## src/rtl/pwc_pkg.sv

```systemverilog
package pwc_pkg;

  typedef enum logic [1:0] {
    TRIG_FALL  = 2'b00,
    TRIG_RISE  = 2'b01,
    TRIG_ANY   = 2'b10,
    TRIG_ANY_B = 2'b11
  } trig_mode_e;

  // Primary route: does this accepted edge trigger the primary register?
  function automatic logic route_primary(input logic [1:0] mode,
                                         input logic rise,
                                         input logic fall);
    if (mode[1]) return rise | fall;
    if (mode[0]) return rise;
    return fall;
  endfunction

  // Secondary route: opposite edge, only in single-edge modes
  function automatic logic route_secondary(input logic [1:0] mode,
                                           input logic rise,
                                           input logic fall);
    if (mode[1]) return 1'b0;
    if (mode[0]) return fall;
    return rise;
  endfunction

endpackage

```

## src/rtl/pwc_counter.sv

```systemverilog
module pwc_counter #(
  parameter int CW = 16
) (
  input  logic          clk,
  input  logic          rst,
  input  logic          tick,
  input  logic          ovf_clr,
  output logic [CW-1:0] count,
  output logic          ovf,
  output logic          wrap
);

  localparam logic [CW-1:0] ALL_ONES = {CW{1'b1}};

  function automatic logic [CW-1:0] step(input logic [CW-1:0] c);
    return c + 1'b1;
  endfunction

  assign wrap = tick && (count == ALL_ONES);

  always_ff @(posedge clk) begin
    if (rst) begin
      count <= '0;
      ovf   <= 1'b0;
    end else begin
      if (tick) count <= step(count);
      if (wrap)         ovf <= 1'b1;
      else if (ovf_clr) ovf <= 1'b0;
    end
  end

endmodule

```

## src/rtl/pwc_edge_filter.sv

```systemverilog
module pwc_edge_filter #(
  parameter int DEPTH = 2
) (
  input  logic clk,
  input  logic rst,
  input  logic tick,
  input  logic din,
  output logic level,
  output logic rise_ok,
  output logic fall_ok
);

  localparam int HW = DEPTH - 1;

  logic [HW-1:0] hist;
  logic          agree;
  logic          confirm;

  // current sample plus HW earlier samples all equal
  assign agree   = (hist == {HW{din}});
  assign confirm = tick && agree && (din != level);
  assign rise_ok = confirm && din;
  assign fall_ok = confirm && !din;

  always_ff @(posedge clk) begin
    if (rst) begin
      hist  <= '0;
      level <= 1'b0;
    end else if (tick) begin
      hist <= HW'({hist, din});
      if (confirm) level <= din;
    end
  end

endmodule

```

## src/rtl/pwc_capture.sv

```systemverilog
module pwc_capture #(
  parameter int CW = 16
) (
  input  logic          clk,
  input  logic          rst,
  input  logic          tick,
  input  logic          rise_ok,
  input  logic          fall_ok,
  input  logic [1:0]    edge_sel,
  input  logic [CW-1:0] count,
  output logic [CW-1:0] cap_pri,
  output logic [CW-1:0] cap_sec,
  output logic          irq_pri,
  output logic          irq_sec,
  output logic          hit_pri,
  output logic          hit_sec
);

  import pwc_pkg::*;

  logic pend_pri, pend_sec;

  assign hit_pri = route_primary(edge_sel, rise_ok, fall_ok);
  assign hit_sec = route_secondary(edge_sel, rise_ok, fall_ok);

  always_ff @(posedge clk) begin
    if (rst) begin
      cap_pri  <= '0;
      cap_sec  <= '0;
      irq_pri  <= 1'b0;
      irq_sec  <= 1'b0;
      pend_pri <= 1'b0;
      pend_sec <= 1'b0;
    end else begin
      irq_pri <= 1'b0;
      irq_sec <= 1'b0;
      if (tick) begin
        if (pend_pri) begin
          cap_pri <= count;
          irq_pri <= 1'b1;
        end
        if (pend_sec) begin
          cap_sec <= count;
          irq_sec <= 1'b1;
        end
        pend_pri <= hit_pri;
        pend_sec <= hit_sec;
      end
    end
  end

endmodule

```

## src/rtl/pulse_width_capture.sv

```systemverilog
module pulse_width_capture #(
  parameter int CNT_W      = 16,
  parameter int FILT_DEPTH = 2
) (
  input  logic             clk,
  input  logic             rst,
  input  logic             tick,
  input  logic             cap_in,
  input  logic [1:0]       edge_sel,
  input  logic             ovf_clr,
  output logic [CNT_W-1:0] count,
  output logic [CNT_W-1:0] cap_pri,
  output logic [CNT_W-1:0] cap_sec,
  output logic             irq_pri,
  output logic             irq_sec,
  output logic             ovf
);

  // named internal events, visible to the bound checker
  logic cnt_wrap;
  logic acc_level;
  logic edge_rise;
  logic edge_fall;
  logic trig_pri;
  logic trig_sec;

  pwc_counter #(.CW(CNT_W)) u_cnt (
    .clk     (clk),
    .rst     (rst),
    .tick    (tick),
    .ovf_clr (ovf_clr),
    .count   (count),
    .ovf     (ovf),
    .wrap    (cnt_wrap)
  );

  pwc_edge_filter #(.DEPTH(FILT_DEPTH)) u_filt (
    .clk     (clk),
    .rst     (rst),
    .tick    (tick),
    .din     (cap_in),
    .level   (acc_level),
    .rise_ok (edge_rise),
    .fall_ok (edge_fall)
  );

  pwc_capture #(.CW(CNT_W)) u_cap (
    .clk      (clk),
    .rst      (rst),
    .tick     (tick),
    .rise_ok  (edge_rise),
    .fall_ok  (edge_fall),
    .edge_sel (edge_sel),
    .count    (count),
    .cap_pri  (cap_pri),
    .cap_sec  (cap_sec),
    .irq_pri  (irq_pri),
    .irq_sec  (irq_sec),
    .hit_pri  (trig_pri),
    .hit_sec  (trig_sec)
  );

endmodule

```

## config.mk

```make
export PLATFORM = sky130hd
export DESIGN_NAME = pulse_width_capture
export DESIGN_NICKNAME = d
export VERILOG_FILES = /design/src/rtl/pwc_pkg.sv /design/src/rtl/pwc_counter.sv /design/src/rtl/pwc_edge_filter.sv /design/src/rtl/pwc_capture.sv /design/src/rtl/pulse_width_capture.sv
export SDC_FILE = /design/constraint.sdc
export NUM_CORES = 1
export LEC_CHECK = 0
export BUFFER_PORTS_ARGS = -buffer_cell sky130_fd_sc_hd__buf_2
export CORE_MARGIN = 2
export CORE_UTILIZATION = 51
export CTS_CLUSTER_DIAMETER = 200
export DETAILED_ROUTE_END_ITERATION = 8
export HOLD_SLACK_MARGIN = 0.05
export PLACE_DENSITY = 0.87
export SYNTH_ARGS = -nofsm -noshare
export SYNTH_HDL_FRONTEND = slang
export SYNTH_SLANG_ARGS = --single-unit
export TNS_END_PERCENT = 10
```

## constraint.sdc

```tcl
create_clock -name clk -period 2.3 [get_ports clk]
set_input_delay 0.69 -clock clk [delete_from_list [all_inputs] [get_ports clk]]
set_output_delay 0.69 -clock clk [all_outputs]
set_load 0.02 [all_outputs]
```

==> results summary, run 1 <==
The count of cell types in the netlist is 27. The transition time at the pin with the least slew margin came out at ~0.6 ns. The total global-route track usage is 0.2129. The power share of the combinational group is 0.038. The count of mapped cells out of synthesis came out at 260. The via count of the first global-routing pass came to around 1600.

The amount of wire on met3 after detailed routing is 257 um. The worst register-to-register path ends at u_cnt.count[10]. The proportion of synthesized chip area in sequential cells came out at 0.5213. The routed wire length is between 4000 and 5000 um. After clock tree synthesis, the flow added hold-fix buffers numbering 0. The mean cell area of the mapped netlist came out at 8.123 um2. Among all flip-flop cells after synthesis, the most frequent one is dfxtp_1.

The congestion estimate from routability-driven global placement came to 0.9235. The critical path in this run is classified as reg -> reg. The summed area of non-filler cells in the final layout is roughly 2500 um2.

The total clock buffers created by CTS came out at 5. The number of antenna violations at the first check in global routing came out at 0. The total DRC errors in the routed layout came out at 0.

The data arrival time of the critical path came out at about 2.2 ns. In the final layout, the multi-input gates occupy 929.6 um2. The count of filler cells inserted in the layout is approximately 340. The pin count of the biggest net entering global routing came out at 24.

The internal cell power came out at 1417 uW. The number of clock sinks is 55. The slowest stage of the critical path is the nor4_1 cell. Counting I/O delays and the setup requirement, the final critical path takes 1.934 ns. Power spread over the standard cell area amounts to 698.1 nW/um2. The highest metal layer carrying signal wires in the routed design is met4.

The portion of synthesized cell area occupied by the leading cell type came out at 0.5213. The startpoint identified for the worst register-to-register timing path is u_cnt.count[1]. The area of all sequential standard cells came out at 1101 um2. The aggregate global routing overflow came out at 0.

The die covers 4672 um2. The die is 68.35 um wide. By area the synthesized netlist is led by dfxtp_1, nand2_1, a21oi_1.

The share of total power consumed by net switching came out at 0.2014. The setup check on the worst reg-to-reg path leaves a slack of 0.37 ns. The overall power of the completed layout is 1774 uW.

The critical path goes through ha_1 -> nand4_1 -> nor4_1 -> xnor2_1 -> nor2_1. Detailed placement finished with a half-perimeter wire length of 3244 um. Summed over all nets, the switching power comes to around 360 uW. The tightest min-delay check is of the reg -> reg type. CTS built an H-tree with a depth of 2. The number of core rows is 23.

Counting flops with a built-in enable in the synthesized netlist gives 0. The flow ran to the end, and the final reports show no timing, DRC or antenna violations. The die is about 68 um tall. In this run the clock root is driven by a clkbuf_8. The number of port buffers is 57. The first global-routing pass estimated 7300 um of wire. Static timing analysis puts the maximum clock frequency at 517.2 MHz.

In the post-synthesis netlist, the cell with the most instances is nand2_1. 0 antenna diodes ended up in the layout. The required time at the endpoint of the critical path came out at around 2.5 ns. The number of nets produced by synthesis came out at between 200 and 300. Counting instances in the post-synthesis netlist gives the leading cell types as nand2_1, dfxtp_1, a21oi_1. The length of the first detailed-routing pass in iterations is 4. The hold slack came out at 0.4563 ns. TritonCTS built the clock tree. For this configuration, the core starts out at a cell density of 0.5280.

The path with the worst hold slack has its endpoint at u_cap.cap_sec[4]. Wire segments on met2 add up to 2197 um in the final route. The post-place instance area came out at 2409 um2. dfxtp_1 takes more of the synthesized area than any other cell.

The worst setup path is captured at a flop. Setup repair after global routing left no endpoint under its margin. The core region is 4000 um2. The delay contributed by the slowest stage of the critical path came out at ~0.57 ns. The worst setup path is launched from a flop.

The source-to-sink clock delay at the later pin of the worst-skew pair is 0.31 ns. The routed layout has 1868 vias. In this run the remaining antenna-violating nets after routing total 0. The share of total power dissipated in sequential elements is 0.547. The number of slew-limit violations in the final report came out at 0. The worst hold path begins at u_cap.cap_sec[4]. The detailed-routing wirelength on met1 came out at 2108 um. The setup clock skew after layout came out at 0.008402 ns. The vias per cell is 5.189. Once the clock tree was built, the setup fixing pass inserted 0 buffers. The total number of yosys warnings is 0. The maximum fanout along the worst path came out at 8.

The number of hold-slack violations in the final timing report is 0. The worst-case reg-to-reg path depth came out at 5. The share of layout cells above drive strength 1 came out at 0.2323.

The total of endpoints with negative setup slack in the final report is 0. The per-cell routed wire length came out at about 13 um. For this run, the post-layout net count is 317.

The worst slew margin relative to its limit came out at 0.5938. The cell leakage power is about 0.001 uW. The clock transition at the registers of the reported paths is 0.09 ns. The DRC marker count from the first detailed-route iteration came out at 103. The final worst-path cycle share is 0.8407. The growth of design area from synthesis to finish came out at 20.32%. The post-route setup TNS came out at 0 ns.

The number of violations of the max-capacitance limit is 0. The clock share of power is 0.415. The post-cts sizing count is 0. The worst hold path stage count came out at 2. IR analysis of the VDD net gives a maximum drop of 0.0004788 V. After synthesis, the share of flip-flops with an asynchronous set or reset is 0. 58 I/O pins were placed. No sink is reached through more buffers than the 2 on the longest clock path. Counting flops and latches in the post-synthesis netlist gives 55. The synthesized cell area is roughly 2100 um2.
## power by group through the flow
stage	Sequential (uW)	Combinational [uW]	Clock, uW
4_1_cts	970	67.7	750
5_1_grt	972	74.4	790
2_1_floorplan	996	41.3	0
3_3_place_gp	992	65.6	0
6_report	970	67.6	736
3_5_place_dp	992	67.4	0
## per-stage QoR
step                setup slack, ns  utilization  std cells
finish                       0.3665       0.6353        360
global route                 0.2459       0.6353        360
CTS                          0.4103       0.6353        360
detailed placement           0.3031       0.6021        352
global placement             0.4185       0.6021        352
floorplan                    0.4397            -        260
## routing by layer
metal / vias up / track usage
met5: - / 0
met4: 0 / 0.1050
li1: 951 / -
met3: 9 / 0.05263
met2: 51 / 0.3362
met1: 857 / 0.2699
## worst max-delay path: cells and delay by family (launching register included)
kind / cells / cell delay (ns)
adders and majority gates: 1 / 0.23
xor gates and xnor gates: 1 / 0.18
DFF: 1 / 0.48
and+or+nand+nor: 3 / 0.94
## flip-flops by register name, summed over array words and instances (netlist names)
| signal | flops |
|---|---|
| u_cap.cap_sec | 16 |
| u_cap.cap_pri | 16 |
| u_cap.pend_pri | 1 |
| u_cap.pend_sec | 1 |
| u_cap.irq_sec | 1 |
| u_cnt.count | 16 |
| u_filt.level | 1 |
| u_cnt.ovf | 1 |
| u_filt.hist | 1 |
| u_cap.irq_pri | 1 |
## cells in the final DEF, fill, tap and decap left out
cell,n
a21oi_1,37
clkbuf_1,1
nand3_1,2
buf_4,3
nand4_1,5
mux2_2,1
nor3_1,4
buf_2,57
or3_1,4
nand2_1,77
nor4_1,5
or3b_2,1
nand3_2,2
mux2i_1,3
and2_1,2
a311oi_1,1
nor2_1,18
ha_1,1
or2_2,1
inv_1,2
o21ai_0,5
nand3b_1,3
clkbuf_8,5
xnor2_1,9
a21o_1,1
dfxtp_1,55
bufinv_16,2
xor2_1,3
## cells by family after synthesis
| logic type | Yosys count | share of synthesized area |
|---|---|---|
| AO/OA/AOI/OAI | 44 | 0.1072 |
| XOR/XNOR | 12 | 0.04977 |
| adder cells (fa/ha/maj) | 1 | 0.005923 |
| buffers and inverters | 20 | 0.03851 |
| flip-flops | 55 | 0.5213 |
| multiplexers | 4 | 0.01955 |
| AND/OR/NAND/NOR | 124 | 0.2577 |
## layout make-up
cell class                 count  area share
clock inverter                 2     0.02363
multi-input combinational    185      0.3658
timing repair buffer          60      0.1211
tap                           50     0.02462
sequential                    55      0.4333
inverter                       2    0.002954
clock buffer                   6     0.02856
## worst max path at each step
stage / end / slack (ns) / from / cells after the start
after global placement: u_cap.pend_pri / 0.42 / cap_in / 4
after CTS: u_cnt.count[10] / 0.41 / u_cnt.count[0] / 5
after global routing: u_cnt.count[10] / 0.25 / u_cnt.count[0] / 5
final: u_cnt.count[10] / 0.37 / u_cnt.count[1] / 5
after detailed placement: u_cnt.count[10] / 0.30 / tick / 5
after floorplan: u_cnt.count[15] / 0.44 / tick / 5
No activity file was read; power rests on OpenSTA's default activity.
==> run 2: changes to the inputs <==
- clock period: 2.3 -> 2 ns (I/O delays scaled with it)
==> run 2 against run 1 <==
Against the previous run:
- sequential share of layout area fell by 2.0 points
- clock-buffer cell count fell by 1
- utilization rose by 3.0 points
- maximum frequency rose by 16%
- routed wire length rose by 7.4%
- global-route usage rose by 1.8 points
- via count rose by 6.6%
- die area did not move
- power rose by 16%
- worst setup slack got worse by 0.033 ns
- critical endpoint is now u_cnt.count[15]
- combinational power rose by 45%
==> results summary, run 2 (synthesized netlist as in run 1, its figures left out) <==
The flow ran to the end, and the final reports show no timing, DRC or antenna violations. The final route contains between 1500 and 2000 vias. In the layout the commonest cells are nand2_1, buf_2, dfxtp_1, a21oi_1, nor2_1. The DRC marker count from the first detailed-route iteration is 179. Across the VDD grid, the largest voltage drop is 0.0004070 V. The power density over the cells is slightly below 800 nW/um2. The number of clock sinks is 55.

The maximum count of clock buffers along a single path came out at 2. The met1 track demand over resource came out at 0.3045. The routing usage on met2 is 0.3665. The post-layout instance count excluding filler cells came out at 374. In this run the standard cell core region covers 4000 um2. The clock share of power is 0.415.

The power share of the combinational group is 0.047. After routing the design area is 2663 um2. For the worst-skew pair, the clock arrives at the later sink with an insertion delay of a little over 0.3 ns.

The setup clock skew after layout is 0.007007 ns. The required time at the endpoint of the critical path came out at 2.24 ns. The total global-route track usage is 0.2309. The total clock buffers created by CTS came out at 5.

The starting density of the core is 0.5280. The number of core rows is 23. The vias per cell came out at roughly 5.3. The floorplan die area came out at 4672 um2. The antenna diode count came out at 0. The analysis attributes to cell leakage a power of 0.001100 uW. The post-route core utilization came out at 0.6656. The hold buffer count at CTS is 0. In the final routed layout, each cell accounts on average for around 13 um. The kind of cell with the highest combined delay along the critical path is simple AND/OR/NAND/NOR gates. The slowest stage of the critical path belongs to the cell dfxtp_1. met2 is the most crowded layer.

The total of endpoints with negative setup slack in the final report is 0. The maximum fanout along the worst path came out at 8. The worst setup path is of the reg -> reg kind.

The clock root buffer is clkbuf_8. The number of antenna violations at the first check in global routing came out at 0. The met3 usage is 0.05428.

The cell total after placement is 366. Post-CTS repair changed the size of 0 cells. In the final layout, the registers with the most flip-flops are u_cap.cap_pri x16, u_cap.cap_sec x16, u_cnt.count x16.

The maximum clock frequency is 600.2 MHz. The length of the first detailed-routing pass in iterations came out at 4. The number of H-tree levels came out at 2. The analysis attributes to net switching a power of 422.8 uW. The via count of the first global-routing pass came out at between 1500 and 2000.

The growth of design area from synthesis to finish is 26.07%. TritonCTS built the clock tree. Together, buffers and inverters on the worst path number 0. STA classifies the critical path startpoint as a flop. After legalization and detailed placement, the total HPWL measured 3487 um. The share of total power consumed by net switching came out at 0.2051. The internal cell power came out at 1639 uW. The share of layout cells above drive strength 1 came out at 0.2685. The count of pins on the block boundary is 58. The remaining antenna violation count came out at 0.

The transition time at the pin with the least slew margin came out at 0.4616 ns. On the worst path, the slowest cell contributes a delay of 0.50 ns. For the final routed database, the setup TNS stands at 0 ns. The routed wire length came out at 5024 um. In this run the worst hold path is classified as reg -> reg. The number of slew-limit violations in the final report is 0. The width of the chip came out at 68.35 um. Setup repair after global routing left no endpoint under its margin. The post-place instance area is 2526 um2. In this run the vertical extent of the chip is 68.35 um. The critical path goes through nand4_1 -> or3_1 -> or3_1 -> a21oi_1. The share of total power dissipated in sequential elements is 0.538.

The count of filler cells inserted in the layout is 321. The worst slew margin relative to its limit came out at 0.6923. The pin count of the biggest net entering global routing is 26. The number of violations of the max-capacitance limit is 0.

The clock transition at the registers of the reported paths is 0.10 ns. The aggregate global routing overflow came out at 0. The final worst-path cycle share is 0.8331. The worst setup path is captured at a flop. The final critical path time including I/O delays and setup came out at 1.666 ns. The number of hold-slack violations in the final timing report came out at 0. STA puts the critical path data arrival time at 1.91 ns. The total DRC errors in the routed layout is 0. The global-route wire length before repair is roughly 8000 um.

In this run the post-CTS setup repair buffer count came out at 0. The library cell used most frequently in the layout, excluding fill and tap cells, is nand2_1. The cell occurring most often along the worst timing path is or3_1. The final weighted congestion in routability-driven placement came out at between 0.8 and 0.9.

The number of port buffers is 57. The final-stage net count is 331.
[run 2: cell types whose count changed in the layout (fill, tap and decap cells not counted), sizes merged]
cell and change:
clkinvlp +1, buf +14, clkbuf -1
[run 2: area by class of cell]
class / count / area, um2 / area share
multi-input combinational: 185 / 929.6 / 0.3492
timing repair buffer: 74 / 425.4 / 0.1598
tap: 50 / 62.56 / 0.02350
sequential: 55 / 1101 / 0.4135
clock buffer: 5 / 68.82 / 0.02585
clock inverter: 3 / 67.56 / 0.02538
inverter: 2 / 7.507 / 0.002820
[run 2: layer usage]
metal | wire [um] | share of wire | vias up
met5 | 0 | 0 | -
met4 | 77 | 0.015 | 0
met2 | 2517 | 0.50 | 79
met1 | 2126 | 0.42 | 918
met3 | 302 | 0.060 | 8
li1 | - | - | 986
[run 2: power groups by stage]
stage / combinational, uW / sequential (uW) / clock (uW)
2_1_floorplan: 47.5 / 1140 / 0
3_3_place_gp: 94.6 / 1130 / 0
3_5_place_dp: 98.1 / 1130 / 0
4_1_cts: 98.2 / 1110 / 862
5_1_grt: 107 / 1110 / 928
6_report: 97.9 / 1110 / 855
[run 2: tightest hold or removal path: stages (launching register included)]
cell and delay [ns]:
dfxtp_1 0.32, nand2_1 0.05, a21oi_1 0.05
[run 2: through the flow]
step                      setup WS, ns  hold slack, ns  power, uW
after floorplan                 0.2297          0.4538       1192
after global placement          0.1776          0.4386       1229
after detailed placement        0.1248          0.4440       1233
after CTS                       0.3501          0.4568       2070
after global routing            0.2026          0.4838       2146
final                           0.3339          0.4534       2062
[run 2: worst paths after layout]
kind	from	end	slack [ns]	cells after the start
hold / removal	u_cap.cap_pri[2]	u_cap.cap_pri[2]	0.45	2
setup / recovery	u_cnt.count[5]	u_cnt.count[15]	0.33	4
hold reg to reg	u_cap.cap_pri[2]	u_cap.cap_pri[2]	0.45	2
setup reg to reg	u_cnt.count[5]	u_cnt.count[15]	0.33	4
==> run 3: changes to the inputs <==
- clock period: 2 -> 1.63 ns (I/O delays scaled with it)
==> run 3 against run 2 <==
Against the previous run:
- clock skew shrank 0.0018 ns
- maximum frequency is 5.5% higher
- sequential share of layout area decreased by 0.50 points
- final cell count increased by 2.7%
- highest routed layer unchanged
- sequential power is 23% higher
- clock power is 14% lower
- flip-flop and latch count unchanged
- routed wire length is 0.62% lower
==> results summary, run 3 (synthesized netlist as in run 1, its figures left out) <==
The flow ran to the end, and the final reports show no timing, DRC or antenna violations. The clock tree from TritonCTS is built. The maximum resistive drop on vdd is between 0.0005 and 0.0006 V.

The overall power of the completed layout is 2222 uW. The total of endpoints with negative setup slack in the final report is 0. The post-route setup TNS came out at 0 ns. The per-cell routed wire length came out at around 13 um. The total clock buffers created by CTS came out at 5.

The HPWL after detailed placement is 3562 um. Leaving out filler cells and counting taps, the final layout contains between 300 and 400. The number of violations of the max-capacitance limit came out at 0. The number of slew-limit violations in the final report is 0. For this design the ratio of total power to cell area is 822.7 nW/um2. The later pin in the worst-skew pair is clocked with a latency of 0.31 ns. The maximum clock frequency came out at 633.3 MHz. Tracing the worst setup path back leads to its startpoint at u_cnt.count[1]. Clock-pin slew was measured on the worst setup and hold paths at 0.09 ns.

In the routed design, unresolved DRC markers number 0. The worst setup path is launched from a flop. The path class of the tightest hold or removal check is in -> reg. The final worst-path cycle share came out at 0.9687. The floorplan die area is 4672 um2. The slowest stage of the critical path is the dfxtp_2 cell. The number of port buffers came out at 57. The startpoint identified for the worst hold timing path is cap_in.

At the worst endpoint, the required time is 1.87 ns. The count of pins on the block boundary is 58. The first global-routing pass estimated about 7900 um of wire.

The via count of the first global-routing pass came to roughly 1800. The antenna diode count is 0. The share of total power consumed by net switching came out at 0.2333. Broken down by cell family, the worst path's largest delay share belongs to simple AND/OR/NAND/NOR gates. The cell total after placement came out at between 300 and 400. The final critical path time including I/O delays and setup came out at 1.579 ns.

The largest registers in the layout are u_cap.cap_pri x16, u_cap.cap_sec x16, u_cnt.count x16. Routability-driven placement finished with a final weighted congestion of just under 0.9. The root buffer cell chosen for the clock tree is clkbuf_8. The DRC marker count from the first detailed-route iteration is 204. The net switching power came out at 518.5 uW.

The length of the first detailed-routing pass in iterations is 5. The hold slack is 0.4465 ns. The aggregate global routing overflow is 0. The maximum count of clock buffers along a single path came out at 2. The core outline area is ~4000 um2. The power share of the combinational group is 0.053. Wires add up to 4993 um. The worst slew margin relative to its limit is 0.7408. The final-stage net count is 341. The clock net in this run drives a total of 55 sinks. The nature of the critical path endpoint is a flop. The growth of design area from synthesis to finish is 27.90%. The number of hold-slack violations in the final timing report came to 0. The pin count of the biggest net entering global routing is 28.

Setup repair after global routing could not meet its margin everywhere. The number of H-tree levels is 2. Detailed routing inserted a total of roughly 2000 vias. The number of antenna violations at the first check in global routing came out at 0. Leaving out fill and tap cells, the most frequent cell in the layout is nand2_1. In this run the critical register-to-register path is captured at u_cnt.count[6].

The remaining antenna violation count came out at 0. The transition time at the pin with the least slew margin came out at 0.3853 ns. Across the routed clock network, the largest skew measured is 0.005183 ns.

By startpoint and endpoint, the worst setup path is classified as reg -> reg. The delay contributed by the slowest stage of the critical path is 0.38 ns. The top cell types in the final layout, fill and taps aside, are nand2_1, buf_2, dfxtp_1, a21oi_1, buf_4.

Counting both buffers and inverters, the worst setup path holds a total of 1. After detailed routing, the number of vias per cell comes to 5.167. The worst-case reg-to-reg path depth came out at 5.

The die is 68.35 um tall. The signal on the critical path passes through ha_1 -> nand4_1 -> buf_4 -> or3_1 -> a21oi_1. The portion of total power attributed to sequential cells came out at 0.615.

The internal cell power came out at 1704 uW. Of the cells placed in the final design, the portion with a size suffix greater than 1 is 0.2934. The worst register-to-register path begins at u_cnt.count[1].

The maximum fanout along the worst path is 5. The worst min-delay path endpoint is u_filt.level. The floorplan step set the die width to ~70 um. The number of post-CTS setup repair buffers is 0. The cell leakage power is 0.001130 uW.

The starting density of the core is 0.5280. For this run, the total global-route usage over all layers was measured as 0.2244. The worst hold path stage count is 3. The worst reg-to-reg setup slack came out at 0.05 ns. The clock share of power came out at 0.332. The data arrival time of the critical path is between 1.5 and 2 ns. Row generation in the floorplan step produced 23 rows.
-- run 3: cell count changes in the layout (fill, tap and decap cells not counted), sizes merged --
cell	delta
clkbuf	+1
clkinv	+1
bufinv	-2
buf	+10
-- run 3: final cells by class --
type / count / area (um2)
fill: 330 / 1299
inverter: 2 / 7.507
sequential: 55 / 1104
multi-input combinational: 185 / 929.6
clock inverter: 2 / 12.51
timing repair buffer: 84 / 513.0
clock buffer: 6 / 72.57
tap: 50 / 62.56
-- run 3: worst max-delay path by stage --
stage                 endpoint  slack (ns)  cells after the start
6_report        u_cnt.count[6]        0.05                      5
5_1_grt        u_cnt.count[14]       -0.01                      5
4_1_cts         u_cnt.count[6]        0.05                      5
3_5_place_dp    u_cap.pend_pri       -0.09                      4
3_3_place_gp    u_cap.pend_pri       -0.05                      4
2_1_floorplan  u_cnt.count[15]       -0.03                      5
-- run 3: repair_timing --
action,4_1_cts,5_1_grt
gates resized for setup,0,0
endpoints found under the setup margin,0,1
hold buffers,0,0
-- run 3: power by group through the flow --
stage / Sequential [uW] / Clock, uW / Combinational [uW]
2_1_floorplan: 1410 / 0 / 58.4
3_3_place_gp: 1400 / 0 / 116
3_5_place_dp: 1400 / 0 / 118
4_1_cts: 1370 / 738 / 118
6_report: 1370 / 738 / 118
5_1_grt: 1370 / 789 / 129
-- run 3: metrics by stage --
stage | cell area, um2 | setup slack, ns | utilization
6_report | 2701 | 0.05105 | 0.6753
4_1_cts | 2701 | 0.05292 | 0.6753
3_3_place_gp | 2616 | -0.04742 | 0.6541
2_1_floorplan | 2115 | -0.02931 | -
3_5_place_dp | 2616 | -0.08704 | 0.6541
5_1_grt | 2701 | -0.01400 | 0.6753
-- run 3: worst reg2reg max path, cell delays in order (launching register included) --
cell and delay, ns:
dfxtp_2 0.38, ha_1 0.19, nand4_1 0.20, buf_4 0.22, or3_1 0.36, a21oi_1 0.16
-- run 3: routing by layer --
| metal | global-route usage | share of wire |
|---|---|---|
| met5 | 0 | 0 |
| met4 | 0.09000 | 0.011 |
| met3 | 0.03783 | 0.048 |
| met2 | 0.3629 | 0.49 |
| met1 | 0.2971 | 0.45 |
